--- config.mk ---
export PLATFORM = sky130hd
export DESIGN_NAME = psc_duty_prescaler
export DESIGN_NICKNAME = d
export VERILOG_FILES = /design/src/rtl/psc_pkg.sv /design/src/rtl/psc_cfg_latch.sv /design/src/rtl/psc_phase_ctr.sv /design/src/rtl/psc_half_stretch.sv /design/src/rtl/psc_duty_prescaler.sv
export SDC_FILE = /design/constraint.sdc
export NUM_CORES = 1
export LEC_CHECK = 0
export ABC_AREA = 1
export BUFFER_PORTS_ARGS = -buffer_cell sky130_fd_sc_hd__buf_2
export CAP_MARGIN = 20
export CORE_MARGIN = 3
export CORE_UTILIZATION = 35
export CTS_CLUSTER_SIZE = 24
export DETAILED_ROUTE_END_ITERATION = 8
export PLACE_DENSITY = 0.51
export SETUP_SLACK_MARGIN = 0.15
export SLEW_MARGIN = 20
export SYNTH_ARGS = -nofsm -noshare
export SYNTH_HDL_FRONTEND = slang
export SYNTH_SLANG_ARGS = --single-unit
export TNS_END_PERCENT = 20
--- constraint.sdc ---
create_clock -name clk -period 3.4 [get_ports clk]
set_clock_uncertainty 0.2 [all_clocks]
set_input_delay 0.68 -clock clk [delete_from_list [all_inputs] [get_ports clk]]
set_output_delay 0.68 -clock clk [all_outputs]
set_load 0.02 [all_outputs]
--- src/rtl/psc_pkg.sv ---
package psc_pkg;
  localparam int DEF_HI_W = 5;
  localparam int DEF_LO_W = 3;

  typedef enum logic {
    PH_LOW  = 1'b0,
    PH_HIGH = 1'b1
  } phase_e;
endpackage

--- src/rtl/psc_cfg_latch.sv ---
module psc_cfg_latch #(
  parameter int LO_W = psc_pkg::DEF_LO_W
) (
  input  logic            clk,
  input  logic            rst_n,
  input  logic            load,
  input  logic [LO_W-1:0] lo_len,
  input  logic            half_adj,
  output logic [LO_W-1:0] lo_q,
  output logic            psa_q
);
  // Low-time and adjust settings are captured only at a phase start.
  always_ff @(posedge clk or negedge rst_n) begin
    if (!rst_n) begin
      lo_q  <= '0;
      psa_q <= 1'b0;
    end else if (load) begin
      lo_q  <= lo_len;
      psa_q <= half_adj;
    end
  end

  // held settings only move on a load.
  p_cfg_hold_r7: assert property (@(posedge clk) disable iff (!rst_n)
    !load |=> $stable({lo_q, psa_q}));
endmodule

--- src/rtl/psc_phase_ctr.sv ---
module psc_phase_ctr
  import psc_pkg::*;
#(
  parameter int HI_W = DEF_HI_W,
  parameter int LO_W = DEF_LO_W
) (
  input  logic            clk,
  input  logic            rst_n,
  input  logic [HI_W-1:0] hi_len,
  input  logic [LO_W-1:0] lo_q,
  output phase_e          ph,
  output logic            load,
  output logic            high_start
);
  logic [HI_W-1:0] cnt;
  logic            arm;
  logic            hi_done;
  logic            lo_done;

  // The high phase ends at zero. The low phase keeps counting through the
  // wrap and ends when the low bits match the inverted low-time setting.
  assign hi_done = (ph == PH_HIGH) && (cnt == '0);
  assign lo_done = (ph == PH_LOW) && (cnt[LO_W-1:0] == ~lo_q);
  assign load    = arm | lo_done;

  always_ff @(posedge clk or negedge rst_n) begin
    if (!rst_n) begin
      cnt        <= '0;
      ph         <= PH_LOW;
      arm        <= 1'b1;
      high_start <= 1'b0;
    end else begin
      arm        <= 1'b0;
      high_start <= load;
      if (load) begin
        cnt <= hi_len;
        ph  <= PH_HIGH;
      end else begin
        cnt <= cnt - 1'b1;
        if (hi_done) ph <= PH_LOW;
      end
    end
  end

  // the start pulse never lasts two clocks.
  p_pulse_single_r6: assert property (@(posedge clk) disable iff (!rst_n)
    high_start |=> !high_start);

  // the pulse lines up with a low-to-high phase change.
  p_pulse_at_rise_r6: assert property (@(posedge clk) disable iff (!rst_n)
    high_start |-> (ph == PH_HIGH) && ($past(ph) == PH_LOW));

  // during the low phase the counter keeps stepping down, wrapping past zero.
  p_low_wraps_r3: assert property (@(posedge clk) disable iff (!rst_n)
    ((ph == PH_LOW) && ($past(ph) == PH_LOW) && !arm)
      |-> (cnt == HI_W'($past(cnt) - 1'b1)));
endmodule

--- src/rtl/psc_half_stretch.sv ---
module psc_half_stretch
  import psc_pkg::*;
#(
  parameter bit HALF_EN = 1'b1
) (
  input  logic   clk,
  input  logic   rst_n,
  input  phase_e ph,
  input  logic   psa_q,
  output logic   div_out
);
  logic ph_hi;
  assign ph_hi = (ph == PH_HIGH);

  generate
    if (HALF_EN) begin : g_half
      logic hold_q;
      // Falling-edge copy keeps the output high half a cycle after the phase drops.
      always_ff @(negedge clk or negedge rst_n) begin
        if (!rst_n) hold_q <= 1'b0;
        else        hold_q <= ph_hi;
      end
      assign div_out = ph_hi | (psa_q & hold_q);
    end else begin : g_plain
      logic unused_psa;
      assign unused_psa = psa_q;
      assign div_out    = ph_hi;
    end
  endgenerate

  // from the second low clock on, the stretch has ended.
  p_stretch_ends_r4: assert property (@(posedge clk) disable iff (!rst_n)
    ((ph == PH_LOW) && ($past(ph) == PH_LOW)) |-> !div_out);
endmodule

--- src/rtl/psc_duty_prescaler.sv ---
module psc_duty_prescaler
  import psc_pkg::*;
#(
  parameter int HI_W    = DEF_HI_W,
  parameter int LO_W    = DEF_LO_W,
  parameter bit HALF_EN = 1'b1
) (
  input  logic            clk,
  input  logic            rst_n,
  input  logic [HI_W-1:0] hi_len,
  input  logic [LO_W-1:0] lo_len,
  input  logic            half_adj,
  output logic            div_clk,
  output logic            high_start
);
  phase_e          ph;
  logic            load;
  logic [LO_W-1:0] lo_q;
  logic            psa_q;

  psc_cfg_latch #(.LO_W(LO_W)) u_cfg (
    .clk      (clk),
    .rst_n    (rst_n),
    .load     (load),
    .lo_len   (lo_len),
    .half_adj (half_adj),
    .lo_q     (lo_q),
    .psa_q    (psa_q)
  );

  psc_phase_ctr #(.HI_W(HI_W), .LO_W(LO_W)) u_ctr (
    .clk        (clk),
    .rst_n      (rst_n),
    .hi_len     (hi_len),
    .lo_q       (lo_q),
    .ph         (ph),
    .load       (load),
    .high_start (high_start)
  );

  psc_half_stretch #(.HALF_EN(HALF_EN)) u_stretch (
    .clk     (clk),
    .rst_n   (rst_n),
    .ph      (ph),
    .psa_q   (psa_q),
    .div_out (div_clk)
  );
endmodule

==> results.toml, run 1 <==
[final_layout]
diodes = 0
syn_to_final_growth_pct = 16.2
fill_cells = 178
drive_gt1_frac = 0.229
layout.nets = 109
stdcell_count = 120

[synth]
yosysSeqAreaShare = 0.504
synth-seq-cells = 13
synthesis.area_um2 = 648
synth_nets = 94
synth_cell_type_count = 19
synth_adder_area_share = 0.0193
yosys.area_share.xor_xnor = 0.0135
synthSimpleGateAreaFrac = 0.365
synthMuxAreaShare = 0
post_synth.cell_area_avg_um2 = 7.90
synth_compound_area_frac = 0
syn_inst = 82
yosysWarnings = 0
synth_top_family_by_area = "simple AND/OR/NAND/NOR gates"

[timing]
hold_viol = 0
report.final.slew_viol_count = 0
fin_hold_ws_ps = 76.5
layout_setup_ws_ps = -62.6
setup_violations = 1
rsz0062_at_grt = "true"

[detailed_routing]
drcViolationCount = 0
routed_wl_um = 1160
ant_nets = 0
routed_via_density = 4.23
drt_iter0_drc = 9
routed-via-count = 507
wl_per_cell_um = 9.68
drt-pass1-iter-count = 4

[critical_path]
worstPathArrival_ps = 2580
slowest_stage = "dfrtn_1"
worstPathCellList = "nand2_1, nand2_1, buf_6"
critPathMaxFanout = 1
cp_top_family = "flip-flops"
cp-end-kind = "output pin"
max_stage_delay_ps = 390
cp-start-kind = "flip-flop"
crit_top_cell = "nand2_1"
crit_type = "flip-flop to output pin"
cp.required_ps = 2520
worst-path-buf-inv = 1

[die]
fp.dieW_um = 49.0
start_util = 0.398
rows = 14
core_area_um2 = 1630
dieArea_um2 = 2400
die_h_um = 49.0
ioPinCount = 13

[global_routing]
track_usage = 0.105
grt_pass1_vias = 441
grt_antenna_before_repair = 0
grt_max_degree = 14
grt-ovfl-total = 0
grt_pass1_wl_um = 1970

[clocking]
clk_pin_slew_ps = 80
root_buffer = "clkbuf_4"
cts_buffers = 3
clk-insertion-delay-late_ps = 270
cts_max_path_buffers = 2
tritoncts = "done"
post_cts.repair.setup_buffers = 0
h-tree-depth = 1
cts.sinks = 13

[worst_hold_path]
min_path_type = "input port to async pin"

[power_and_ir_drop]
p_leak_nw = 0.435
ir_worst_vdd_mv = 0.248
finalPower_w = 0.000353
powerDensity_nw_per_um2 = 469

[placement]
placed_cells = 116
place_hpwl_um = 821
port_buffers = 12
gp_congestion = 0.729

[job]
cap_violations = 0

[run_status]
status = "finished, violations left"
violations = "setup timing"
[sequential cells by signal (all words and copies together), names as in the netlist]
register                 count
u_ctr.high_start             1
u_ctr.arm                    1
u_ctr.ph                     1
u_stretch.g_half.hold_q      1
u_cfg.lo_q                   3
u_cfg.psa_q                  1
u_ctr.cnt                    5
[timing repair]
action                     in CTS  in global routing
setup endpoints to repair       1                  1
cloned                          0                  0
hold buffers                    0                  0
gates resized for setup         2                  0
[where the power goes]
part / total (W) / internal, W / leakage [nW] / switching [W]
registers: 0.000184 / 0.000173 / 0.149 / 0.0000118
logic: 0.0000742 / 0.0000307 / 0.268 / 0.0000435
clock network: 0.0000947 / 0.0000436 / 0.0177 / 0.0000512
total: 0.000353 / 0.000247 / 0.435 / 0.000106
[worst paths after layout]
check	start	to	slack, ps	cells after the start
max in group asynchronous	rst_n	u_stretch.g_half.hold_q	1080	1
min in group clk	u_cfg.psa_q	u_cfg.psa_q	320	2
worst min register to register	u_cfg.psa_q	u_cfg.psa_q	320	2
worst max-delay path	u_stretch.g_half.hold_q	div_clk	-60	3
worst max register to register	u_ctr.ph	u_stretch.g_half.hold_q	950	0
worst min-delay path	rst_n	u_cfg.psa_q	80	1
[layout by cell type (no fill, tap or decap)]
master    count
nand2_2       1
nand2_1      35
nand3_2       1
ha_1          1
inv_1        10
nand3b_1      1
buf_6         1
nor2_1        2
nand2_4       1
dfrtp_1      11
nand4_1       1
nor2_2        1
nand3_1      10
inv_2         1
dfstp_2       1
xor2_1        1
clkinv_2      1
conb_1        1
clkbuf_4      3
buf_2        11
dfrtn_1       1
[cells by family (layout without fill, tap and decap cells)]
family	Yosys count	in the layout
xor gates and xnor gates	1	1
adders and majority gates	1	1
buffers and inverters	13	27
DFF	13	13
other	1	1
and+or+nand+nor	53	53
[layer usage]
layer  track usage  up-vias  routed length, um
li1              -      280                  -
met1         0.146      211                588
met2         0.156       14                496
met3        0.0214        2                 66
met4        0.0427        0                  9
met5             0        -                  0
[metrics by stage]
step	area (um2)	utilization	TNS (ps)	setup WS (ps)
after global placement	719	0.442	0	218
after detailed placement	719	0.442	0	215
final	753	0.462	-62.6	-62.6
after CTS	753	0.462	-73.2	-73.2
after global routing	753	0.462	-113	-113
after floorplan	648	-	0	265
[synthesized netlist by cell type (all sizes together)]
cell type,count,area share
buf,2,0.029
conb,1,0.0058
dfrtn,1,0.039
dfrtp,11,0.42
dfstp,1,0.041
ha,1,0.019
inv,11,0.064
nand2,37,0.23
nand3,11,0.093
nand3b,1,0.012
nand4,1,0.0097
nor2,3,0.021
xor2,1,0.014
[area by class of cell]
class,instances,area [um2],area share
Multi-Input combinational cell,56,262,0.347
Clock inverter,1,5.00,0.00664
Inverter,11,41.3,0.0548
Sequential cell,13,327,0.434
Timing Repair Buffer,12,66.3,0.0880
Clock buffer,3,22.5,0.0299
Tap cell,24,30.0,0.0399
No activity file was read; power rests on OpenSTA's default activity.
==> run 2, diff against run 1 <==
--- a/config.mk
+++ b/config.mk
@@ -13,6 +13,7 @@
 export CTS_CLUSTER_SIZE = 24
 export DETAILED_ROUTE_END_ITERATION = 8
 export PLACE_DENSITY = 0.51
+export RECOVER_POWER = 100
 export SETUP_SLACK_MARGIN = 0.15
 export SLEW_MARGIN = 20
 export SYNTH_ARGS = -nofsm -noshare
==> run 2 against run 1 <==
The flow still finishes with violations (setup timing). Critical path depth stayed put. Sequential share of layout area is 0.73 points higher. Design area is 1.7% lower. Utilization is 0.77 points lower. First-iteration DRC count is 22% lower. Highest routed layer unchanged.
==> results.toml, run 2 (synthesized netlist as in run 1, its figures left out) <==
[run_status]
status = "finished, violations left"
violations = "setup timing"

[final_layout]
reg_top3 = "u_ctr.cnt (5), u_cfg.lo_q (3)"
layout_common_cells = "nand2_1 (37), dfrtp_1 (11), inv_1 (10), nand3_1 (10), buf_2 (9)"
syn_to_final_growth_pct = 14.3
largest_reg_flops = 5
drive_gt1_frac = 0.188
layout.nets = 109
top_register = "u_ctr.cnt"
fin_area_um2 = 741
layout_commonest_cell = "nand2_1"
diodes = 0

[timing]
hold_viol = 0
worst_pin_slew_ps = 692
rsz0062_at_grt = "true"
layout_setup_ws_ps = -62.9
fin_hold_ws_ps = 215
report.final.slew_viol_count = 0
slew_headroom = 0.539
setup_violations = 1

[power_and_ir_drop]
p_leak_nw = 0.428
ir_worst_vdd_mv = 0.247
powerDensity_nw_per_um2 = 475

[detailed_routing]
ant_nets = 0
drt-pass1-iter-count = 3
drcViolationCount = 0
wl_per_cell_um = 9.82
drt_iter0_drc = 7
routed-via-count = 505
routed_via_density = 4.21
routed_wl_um = 1180

[die]
core_area_um2 = 1630
die_h_um = 49.0
dieArea_um2 = 2400
fp.dieW_um = 49.0
start_util = 0.398
ioPinCount = 13
rows = 14

[clocking]
post_cts.repair.setup_buffers = 0
cts.sinks = 13
clk-insertion-delay-late_ps = 270
root_buffer = "clkbuf_4"
cts_buffers = 3
cts_resized = 2
clk_pin_slew_ps = 80
tritoncts = "done"
cts_hold_buffers = 0
cts_max_path_buffers = 2
h-tree-depth = 1

[critical_path]
cp_top_family = "flip-flops"
worst-path-buf-inv = 1
slowest_stage = "dfrtn_1"
crit_top_cell = "nand2_1"
r2r-start = "u_ctr.ph"
worstPathCellList = "nand2_1, nand2_1, buf_6"
rr_worst_depth = 0
r2r-end = "u_stretch.g_half.hold_q"
crit_cells = 3
cp-end-kind = "output pin"
worstPathArrival_ps = 2580
crit_path_start = "u_stretch.g_half.hold_q"
crit_type = "flip-flop to output pin"
max_stage_delay_ps = 390
rrSetupSlack_ps = 950
cp.required_ps = 2520
critPathMaxFanout = 1
cp-start-kind = "flip-flop"

[job]
cap_violations = 0

[global_routing]
grt_pass1_vias = 441
grt_antenna_before_repair = 0
grt_max_degree = 14
grt_pass1_wl_um = 1970
grt-ovfl-total = 0
track_usage = 0.105

[placement]
place_hpwl_um = 821
gp_congestion = 0.729
port_buffers = 12
dpl-instance-area_um2 = 719

[worst_hold_path]
min_path_type = "input port to async pin"
run 2: worst max path at each step:
| stage | endpoint | slack [ps] |
|---|---|---|
| finish | div_clk | -60 |
| global route | div_clk | -110 |
| global placement | div_clk | 220 |
| floorplan | div_clk | 260 |
| CTS | div_clk | -70 |
| detailed placement | div_clk | 220 |
run 2: power by group:
group           total, W  leakage (nW)  switching [W]  internal (W)
clock          0.0000944        0.0177      0.0000508     0.0000436
combinational  0.0000725         0.261      0.0000428     0.0000297
sequential      0.000185         0.149      0.0000121      0.000173
run 2: cell type report:
| type | instances | area [um2] |
|---|---|---|
| inverters | 11 | 41.3 |
| fillers | 183 | 888 |
| repair buffers | 12 | 63.8 |
| clock inverters | 1 | 5.00 |
| clock buffers | 3 | 22.5 |
| multi-input cells | 56 | 251 |
| well taps | 24 | 30.0 |
| flip-flops and latches | 13 | 327 |
run 2: through the flow:
| step | setup WS (ps) | setup TNS, ps | utilization | power (W) | cells |
|---|---|---|---|---|---|
| after global placement | 218 | 0 | 0.442 | 0.000262 | 116 |
| after floorplan | 265 | 0 | - | 0.000242 | 82 |
| after detailed placement | 215 | 0 | 0.442 | 0.000261 | 116 |
| after global routing | -113 | -113 | 0.455 | 0.000377 | 120 |
| final | -62.9 | -62.9 | 0.455 | 0.000351 | 120 |
| after CTS | -73.2 | -73.2 | 0.462 | 0.000359 | 120 |
run 2: per-layer routing:
metal,track usage,share of wire
met1,0.146,0.50
met3,0.0214,0.046
met2,0.156,0.44
met4,0.0427,0.018
met5,0,0
